==> config.mk <==
export PLATFORM = sky130hd
export DESIGN_NAME = audio_tx_fifo
export DESIGN_NICKNAME = d
export VERILOG_FILES = /design/src/rtl/audio_txf_pkg.sv /design/src/rtl/audio_txf_store.sv /design/src/rtl/audio_txf_ctrl.sv /design/src/rtl/audio_tx_fifo.sv
export SDC_FILE = /design/constraint.sdc
export NUM_CORES = 1
export LEC_CHECK = 0
export ABC_AREA = 1
export BUFFER_PORTS_ARGS = -buffer_cell sky130_fd_sc_hd__buf_2
export CORE_ASPECT_RATIO = 1.4
export CORE_MARGIN = 5
export CORE_UTILIZATION = 45
export CTS_BUF_LIST = sky130_fd_sc_hd__clkbuf_16
export DETAILED_ROUTE_END_ITERATION = 7
export HOLD_SLACK_MARGIN = 0.08
export PLACE_DENSITY = 0.6
export SYNTH_ARGS = -nofsm -noshare
export SYNTH_HDL_FRONTEND = slang
export SYNTH_SLANG_ARGS = --single-unit
==> constraint.sdc <==
create_clock -name clk_i -period 3.6 [get_ports clk_i]
set_clock_uncertainty 0.2 [all_clocks]
set_input_delay 0.54 -clock clk_i [delete_from_list [all_inputs] [get_ports clk_i]]
set_output_delay 0.54 -clock clk_i [all_outputs]
set_load 0.05 [all_outputs]
==> src/rtl/audio_txf_pkg.sv <==
package audio_txf_pkg;
  typedef enum logic {
    ST_HELD = 1'b0,
    ST_RUN  = 1'b1
  } txf_state_e;
endpackage

==> src/rtl/audio_txf_store.sv <==
module audio_txf_store #(
  parameter int W     = 16,
  parameter int DEPTH = 6
) (
  input  logic         clk_i,
  input  logic         rst_ni,
  input  logic         flush_i,
  input  logic         push_i,
  input  logic         pop_i,
  input  logic [W-1:0] wr_l_i,
  input  logic [W-1:0] wr_r_i,
  output logic [W-1:0] head_l_o,
  output logic [W-1:0] head_r_o
);
  localparam int PTR_W = (DEPTH > 1) ? $clog2(DEPTH) : 1;

  logic [W-1:0]     mem_l [DEPTH];
  logic [W-1:0]     mem_r [DEPTH];
  logic [PTR_W-1:0] wr_ptr_q, rd_ptr_q;

  function automatic logic [PTR_W-1:0] ptr_inc(input logic [PTR_W-1:0] p);
    return (p == PTR_W'(DEPTH - 1)) ? '0 : p + 1'b1;
  endfunction

  // entry 0 doubles as the zero primed sample after any flush
  always_ff @(posedge clk_i or negedge rst_ni) begin
    if (!rst_ni) begin
      for (int i = 0; i < DEPTH; i++) begin
        mem_l[i] <= '0;
        mem_r[i] <= '0;
      end
    end else if (flush_i) begin
      for (int i = 0; i < DEPTH; i++) begin
        mem_l[i] <= '0;
        mem_r[i] <= '0;
      end
    end else if (push_i) begin
      for (int i = 0; i < DEPTH; i++) begin
        if (wr_ptr_q == PTR_W'(i)) begin
          mem_l[i] <= wr_l_i;
          mem_r[i] <= wr_r_i;
        end
      end
    end
  end

  always_ff @(posedge clk_i or negedge rst_ni) begin
    if (!rst_ni) begin
      rd_ptr_q <= '0;
      wr_ptr_q <= PTR_W'(1 % DEPTH);
    end else if (flush_i) begin
      rd_ptr_q <= '0;
      wr_ptr_q <= PTR_W'(1 % DEPTH);
    end else begin
      if (push_i) wr_ptr_q <= ptr_inc(wr_ptr_q);
      if (pop_i)  rd_ptr_q <= ptr_inc(rd_ptr_q);
    end
  end

  assign head_l_o = mem_l[rd_ptr_q];
  assign head_r_o = mem_r[rd_ptr_q];
endmodule

==> src/rtl/audio_txf_ctrl.sv <==
module audio_txf_ctrl
  import audio_txf_pkg::*;
#(
  parameter int DEPTH = 6,
  localparam int CNT_W = $clog2(DEPTH + 1)
) (
  input  logic             clk_i,
  input  logic             rst_ni,
  input  logic             soft_rst_i,
  input  logic             wr_valid_i,
  input  logic             frame_i,
  input  logic             clr_underrun_i,
  input  logic             clr_overflow_i,
  output logic             push_o,
  output logic             pop_o,
  output logic             flush_o,
  output logic             udr_evt_o,
  output logic [CNT_W-1:0] count_o,
  output logic             running_o,
  output logic             empty_o,
  output logic             underrun_o,
  output logic             overflow_o
);
  txf_state_e       state_q;
  logic [CNT_W-1:0] count_q;
  logic             empty_q, udr_q, ovf_q;
  logic             full, none, ovf_evt;

  assign full      = (count_q == CNT_W'(DEPTH));
  assign none      = (count_q == '0);
  assign flush_o   = soft_rst_i;
  assign push_o    = !soft_rst_i && wr_valid_i && !full;
  assign ovf_evt   = !soft_rst_i && wr_valid_i && full;
  assign pop_o     = !soft_rst_i && (state_q == ST_RUN) && frame_i && !none;
  assign udr_evt_o = !soft_rst_i && (state_q == ST_RUN) && frame_i && none;

  always_ff @(posedge clk_i or negedge rst_ni) begin
    if (!rst_ni) begin
      state_q <= ST_HELD;
      count_q <= CNT_W'(1);
      empty_q <= 1'b0;
      udr_q   <= 1'b0;
      ovf_q   <= 1'b0;
    end else if (soft_rst_i) begin
      state_q <= ST_HELD;
      count_q <= CNT_W'(1);
      empty_q <= 1'b0;
      udr_q   <= 1'b0;
      ovf_q   <= 1'b0;
    end else begin
      if (push_o) state_q <= ST_RUN;
      count_q <= count_q + CNT_W'(push_o) - CNT_W'(pop_o);
      if (push_o)                                         empty_q <= 1'b0;
      else if ((pop_o && count_q == CNT_W'(1)) || udr_evt_o) empty_q <= 1'b1;
      // a fresh event outranks the clear
      if (udr_evt_o)           udr_q <= 1'b1;
      else if (clr_underrun_i) udr_q <= 1'b0;
      if (ovf_evt)             ovf_q <= 1'b1;
      else if (clr_overflow_i) ovf_q <= 1'b0;
    end
  end

  assign count_o    = count_q;
  assign running_o  = (state_q == ST_RUN);
  assign empty_o    = empty_q;
  assign underrun_o = udr_q;
  assign overflow_o = ovf_q;
endmodule

==> src/rtl/audio_tx_fifo.sv <==
module audio_tx_fifo #(
  parameter int W     = 16,
  parameter int DEPTH = 6
) (
  input  logic                       clk_i,
  input  logic                       rst_ni,
  input  logic                       soft_rst_i,
  input  logic                       wr_valid_i,
  input  logic [W-1:0]               wr_left_i,
  input  logic [W-1:0]               wr_right_i,
  input  logic                       frame_i,
  input  logic                       clr_underrun_i,
  input  logic                       clr_overflow_i,
  output logic [W-1:0]               tx_left_o,
  output logic [W-1:0]               tx_right_o,
  output logic [$clog2(DEPTH+1)-1:0] count_o,
  output logic                       running_o,
  output logic                       empty_o,
  output logic                       underrun_o,
  output logic                       overflow_o
);
  logic         push, pop, flush, udr_evt;
  logic [W-1:0] head_l, head_r;

  audio_txf_ctrl #(.DEPTH(DEPTH)) u_ctrl (
    .clk_i          (clk_i),
    .rst_ni         (rst_ni),
    .soft_rst_i     (soft_rst_i),
    .wr_valid_i     (wr_valid_i),
    .frame_i        (frame_i),
    .clr_underrun_i (clr_underrun_i),
    .clr_overflow_i (clr_overflow_i),
    .push_o         (push),
    .pop_o          (pop),
    .flush_o        (flush),
    .udr_evt_o      (udr_evt),
    .count_o        (count_o),
    .running_o      (running_o),
    .empty_o        (empty_o),
    .underrun_o     (underrun_o),
    .overflow_o     (overflow_o)
  );

  audio_txf_store #(.W(W), .DEPTH(DEPTH)) u_store (
    .clk_i    (clk_i),
    .rst_ni   (rst_ni),
    .flush_i  (flush),
    .push_i   (push),
    .pop_i    (pop),
    .wr_l_i   (wr_left_i),
    .wr_r_i   (wr_right_i),
    .head_l_o (head_l),
    .head_r_o (head_r)
  );

  always_ff @(posedge clk_i or negedge rst_ni) begin
    if (!rst_ni) begin
      tx_left_o  <= '0;
      tx_right_o <= '0;
    end else if (flush || udr_evt) begin
      tx_left_o  <= '0;
      tx_right_o <= '0;
    end else if (pop) begin
      tx_left_o  <= head_l;
      tx_right_o <= head_r;
    end
  end
endmodule

==> Yosys cells after proc, flatten, opt, wreduce, memory -nomap -nowiden <==
Index checks and enable logic that the tools add are counted.
{ "totals": {"inputBits": 39, "out_inout_bits": 39, "register_bits": 237, "wordCells": 112} }
{ "op_classes": {"bitwise_logic": 1, "add_sub_neg": 4, "n_eq_ne": 8, "order_cmp": 1, "muxes": 44, "reduce_logical": 33} }
{ "op_table": {"columns": ["operator", "n"], "rows": [
  ["2-to-1 mux 96 bit", 4],
  ["2-to-1 mux 16 bit", 20],
  ["binary-select mux 16 bit (select 3 bit)", 2],
  ["2-to-1 mux 3 bit", 7],
  ["nonzero test 2 bit", 9],
  ["equality test 3 bit, second input constant", 4],
  ["AND reduction 2 bit", 6],
  ["2-to-1 mux 1 bit", 11],
  ["nonzero test 3 bit", 3],
  ["logical AND 1 bit", 8],
  ["adder 3 x 1 -> 3 bit, second input constant", 2],
  ["equality test 3 x 1 -> 1 bit, second input constant", 2],
  ["equality test 3 x 2 -> 1 bit, second input constant", 2],
  ["logical NOT 3 bit", 2],
  ["greater-or-equal comparator 4 bit, second input constant", 1],
  ["NOT 3 -> 4 bit", 1],
  ["adder 3 x 1 -> 3 bit", 1],
  ["logical NOT 1 bit", 3],
  ["subtractor 3 x 1 -> 3 bit", 1],
  ["logical OR 1 bit", 2]
]} }

==> Logic depth before layout (Yosys ltp) <==
{ "logic_depth": {"ltp_word": 9, "depth_mapped": 12, "mapped_depth_nobuf": 11} }

==> Modules after synthesis <==
Synthesis repeated with hierarchy kept, for this count alone.
{ "unflattened": {"cells_unflattened": 1610, "area_unflattened_um2": 11768.8} }
{ "modules_own_cells": {"columns": ["module", "area_each_um2", "cells_each", "instances", "seq_area_each_um2"], "rows": [
  ["audio_txf_store", 9867.0, 1362, 1, 4956.0],
  ["audio_tx_fifo", 1505.2, 203, 1, 800.8],
  ["audio_txf_ctrl", 396.6, 45, 1, 176.4]
]} }

==> Worst setup path before layout <==
OpenSTA, ideal clock, no wires.
{ "synth_path": {"kind": "register -> register", "start": "register u_ctrl.count_q[1] (netlist: u_ctrl.count_o[1])", "end": "register u_ctrl.count_q[2] (netlist: u_ctrl.count_o[2])", "synth_period_minus_slack_ns": 2.687, "setup_ns": 0.086, "required_ns": 3.314, "slack_ns": 0.913, "path_stages_with_launch": 13, "n_path_buf": 1, "t_arrival_ns": 2.401, "cell_sequence": "dfrtp_1 inv_1 nand2_1 nor2_1 nor2_2 buf_4 ha_1 inv_1 ha_1 inv_1 fa_1 and3_1 nor3_1"} }
{ "synth_between": {"elab_chain_len": 6, "word_cells_on_any_way": 9, "cone_classes": "add/sub (2); eq/ne (1); mux (1); reduce/logical (5)"} }
{ "synth_lines": {"columns": ["element", "line", "source"], "rows": [
  ["from (decl)", "audio_txf_ctrl.sv:25", "logic [CNT_W-1:0] count_q;"],
  ["from (signal assigned)", "audio_txf_ctrl.sv:52", "count_q <= count_q + CNT_W'(push_o) - CNT_W'(pop_o);"],
  ["equality test 3 bit", "audio_txf_ctrl.sv:29", "assign full = (count_q == CNT_W'(DEPTH));"],
  ["logical NOT 1 bit", "audio_txf_ctrl.sv:32", "assign push_o = !soft_rst_i && wr_valid_i && !full;"],
  ["logical AND 1 bit", "audio_txf_ctrl.sv:32", null],
  ["adder 3 x 1 -> 3 bit", "audio_txf_ctrl.sv:52", null],
  ["subtractor 3 x 1 -> 3 bit *", "audio_txf_ctrl.sv:52", null],
  ["2-to-1 mux 3 bit *", "audio_txf_ctrl.sv:44", "end else if (soft_rst_i) begin"]
]} }
Mark *: on every way between the ends. The rest lies on a longest branch, timed or not.
A chain may end at the register's enable or synchronous reset.

==> Worst setup path in the final report <==
{ "layout_path": {"start": "register u_store.rd_ptr_q[0]", "end": "register tx_left_o[15]"} }
{ "layout_between": {"elab_chain_len": 6} }
{ "layout_lines": {"columns": ["element", "line", "source"], "rows": [
  ["from (decl)", "audio_txf_store.sv:19", "logic [PTR_W-1:0] wr_ptr_q, rd_ptr_q;"],
  ["from (signal assigned)", "audio_txf_store.sv:56", "if (pop_i) rd_ptr_q <= ptr_inc(rd_ptr_q);"],
  ["NOT 3 -> 4 bit (not written as such)", "audio_txf_store.sv:60", "assign head_l_o = mem_l[rd_ptr_q];"],
  ["binary-select mux 16 bit (select 3 bit)", "audio_txf_store.sv:60", null],
  ["2-to-1 mux 16 bit (not written as such) (2 in series)", "audio_txf_store.sv:60", null],
  ["2-to-1 mux 16 bit", "audio_tx_fifo.sv:63", "end else if (pop) begin"],
  ["2-to-1 mux 16 bit", "audio_tx_fifo.sv:60", "end else if (flush || udr_evt) begin"],
  ["to (signal assigned)", "audio_tx_fifo.sv:64", "tx_left_o <= head_l;"],
  ["to (decl)", "audio_tx_fifo.sv:14", "output logic [W-1:0] tx_left_o,"]
]} }
No other way between the ends. The select of a mux whose other input is x is not followed.

==> qor.txt <==
status: finished, final reports clean
Internal Power: 4.657 mW
switching power: 2.043 mW
max incr delay on CP: 0.66 ns
Pleak: 6.418 nW
Hold-fix buffers, CTS: 2
Slew Limit Fails: 0
initial antenna violation count: 0
arrival time worst endpoint: 2.63 ns
most common cell after layout, fill and taps aside: nand2_1
number of fill cells: 2471
die extent in x: 142.6 um
WL final: 28.79 mm
Critical Path End Type: register
sequential-to-total area share from yosys stat: 53.58%
syn nets: 1427
routed len/inst: 16.39 um
Tightest Pin Transition: 0.8731 ns
GP Congestion: 0.7708
number of post-CTS setup repair buffers: 0
Final Hold Vio Count: 0
share of cells above drive strength 1: 11.66%
WHS: 0.1520 ns
Synthesis Warnings: 0
CP max stage cell: dfrtp_2
Hold Crit Class: primary input to register
antenna fix cells: 0
Data required, critical path: 3.81 ns
worst path cell trace: nor2_2 -> buf_4 -> a21oi_1 -> nand2_1 -> nand2_1 -> nand2_1 -> nand2_1
core area: 24500 um2
Clock Latency Late Sink: 0.52 ns
Top Family by Delay on Critical Path: simple AND/OR/NAND/NOR gates
crit start category: register
Net Sw Frac: 30.50%
CTS tree: built
Clk pwr share: 35.6%
row count: 68
post-DP HPWL: 17.04 mm
vias in the first global route: 8815
Mapped Cells: 1384
DR pass1 iterations: 5
Crit Path Category: register to register
setup violators final: 0
via/cell ratio: 5.187
Slew HR: 41.71%
Async S/R FF share, synth: 100.0%
CP Buf/Inv Count: 1
Detail Route Antenna Nets: 0
combinational power share: 17.8%
setup TNS: 0 ns
FMAX: 412.6 MHz
Crit path top cell by count: nand2_1
first-iteration detailed-routing DRC count: 633
clock buffer depth: 3
CTS Buf Count: 25
Mean Syn Cell Area: 8.001 um2
most frequent cells in the layout: 475 x nand2_1, 234 x dfrtp_1, 195 x o21ai_0
# IOs: 78
top_reg_cell synth: dfrtp_1
Sink Count: 237
DRC violations left: 0
Worst-path clk slew: 0.06 ns
Max Cap Violations: 0
Flop pwr share: 46.6%
Yosys cell types: 36
peak supply drop: 0.0003320 V
largest net degree at the start of global routing: 89
pwr dens: 540.2 nW/um2
Die Area: 27890 um2
unrepaired setup endpoints after global routing: false
IO Port Bufs: 77
synthesized flop and latch total: 237
Final #Nets: 1466
post-CTS resize count: 0
minimum clock period: 2.424 ns
Die H: 195.6 um
total power: 6.700 mW
first-pass GRT wire length: 47.60 mm
clk root buf: clkbuf_16
gr ovfl total: 0
crit share post-route: 67.32%
Area Overhead vs Synth: 12.01%
initial core utilization: 45.19%
H-tree depth: 1
synthesized area: 11070 um2
CP max FO: 35
GRT Util Overall: 20.98%
Post-synth EDFFs: 0
total number of vias: 9109
[final cells by class]
| class | instances | area [um2] | area share (%) |
|---|---|---|---|
| Timing Repair Buffer | 99 | 653.1 | 5.266 |
| Clock buffer | 25 | 625.6 | 5.044 |
| Tap cell | 315 | 394.1 | 3.178 |
| Multi-Input combinational cell | 920 | 4156 | 33.51 |
| Clock inverter | 20 | 112.6 | 0.9079 |
| Inverter | 140 | 526.8 | 4.247 |
| Sequential cell | 237 | 5934 | 47.85 |
[registers in the layout, indices dropped and copies added, names as in the netlist]
register	flops
u_store.mem_l	96
u_store.mem_r	96
tx_left_o	16
tx_right_o	16
u_ctrl.count_o	3
u_store.rd_ptr_q	3
u_store.wr_ptr_q	3
u_ctrl.empty_o	1
u_ctrl.overflow_o	1
u_ctrl.running_o	1
u_ctrl.underrun_o	1
[cells by family (layout without fill, tap and decap cells)]
family	count (synthesis)	count (layout)	share of synthesized area (%)
simple gates	661	661	25.06
compound gates	254	254	11.85
flops	237	237	53.58
buf+inv	227	284	8.904
fa+ha+maj	4	4	0.5198
xor+xnor	1	1	0.07911
[synth_stat cells (2+ instances only)]
cell      number  share of area (%)
o21ai_1       22               0.99
nor2_2         2               0.11
o21ai_0      195                8.8
nand4_1        2               0.11
clkbuf_1      19               0.64
nand2_4        7               0.71
nand3_1      135                6.1
buf_6          3               0.31
inv_1        136                4.6
inv_2          4               0.14
and2_1         3               0.17
buf_1          2              0.068
ha_1           3               0.34
o21ai_2        2               0.16
buf_2         40                1.8
dfrtp_1      235                 53
nor2_1        18               0.61
buf_4         13               0.88
a21oi_1       25                1.1
clkbuf_2      10               0.45
nand2_1      475                 16
dfstp_2        2               0.47
or2_2         14               0.79
o211ai_1       5               0.34
[power by group through the flow]
stage / logic (mW) / clock network (mW) / registers, mW
2_1_floorplan: 0.762 / 0 / 3.24
3_3_place_gp: 1.19 / 0 / 3.16
3_5_place_dp: 1.21 / 0 / 3.17
4_1_cts: 1.21 / 2.43 / 3.12
5_1_grt: 1.36 / 2.54 / 3.16
6_report: 1.20 / 2.38 / 3.12
[final timing paths]
check | start | endpoint | slack, ns | depth (start not counted)
max in group asynchronous | rst_ni | u_store.mem_r[48] | 1.79 | 3
setup reg to reg | u_store.rd_ptr_q[0] | tx_left_o[15] | 1.18 | 7
hold reg to reg | u_store.mem_l[22] | u_store.mem_l[22] | 0.28 | 2
min in group asynchronous | rst_ni | u_store.mem_r[15] | 0.42 | 2
hold / removal | soft_rst_i | u_ctrl.count_o[1] | 0.15 | 2
setup / recovery | u_store.rd_ptr_q[0] | tx_left_o[15] | 1.18 | 7
[layer usage]
layer	global-route usage (%)	routed length (um)	part of all wire [%]	vias to the layer above
met5	0	0	0	-
met3	2.327	1154	4.0	31
met1	28.00	12590	44	4430
met4	4.579	447	1.6	0
li1	-	-	-	4457
met2	36.72	14590	51	191
[through the flow]
stage                     setup WS [ns]  cell area (um2)  util [%]  std cells
after global placement            1.125            11640     47.52       1709
final                             1.176            12400     50.62       1756
after CTS                         1.184            12400     50.62       1756
after floorplan                  0.9135            11070         -       1384
after detailed placement          1.044            11640     47.52       1709
after global routing             0.9986            12400     50.62       1756
(Power assumes the default switching activity.)
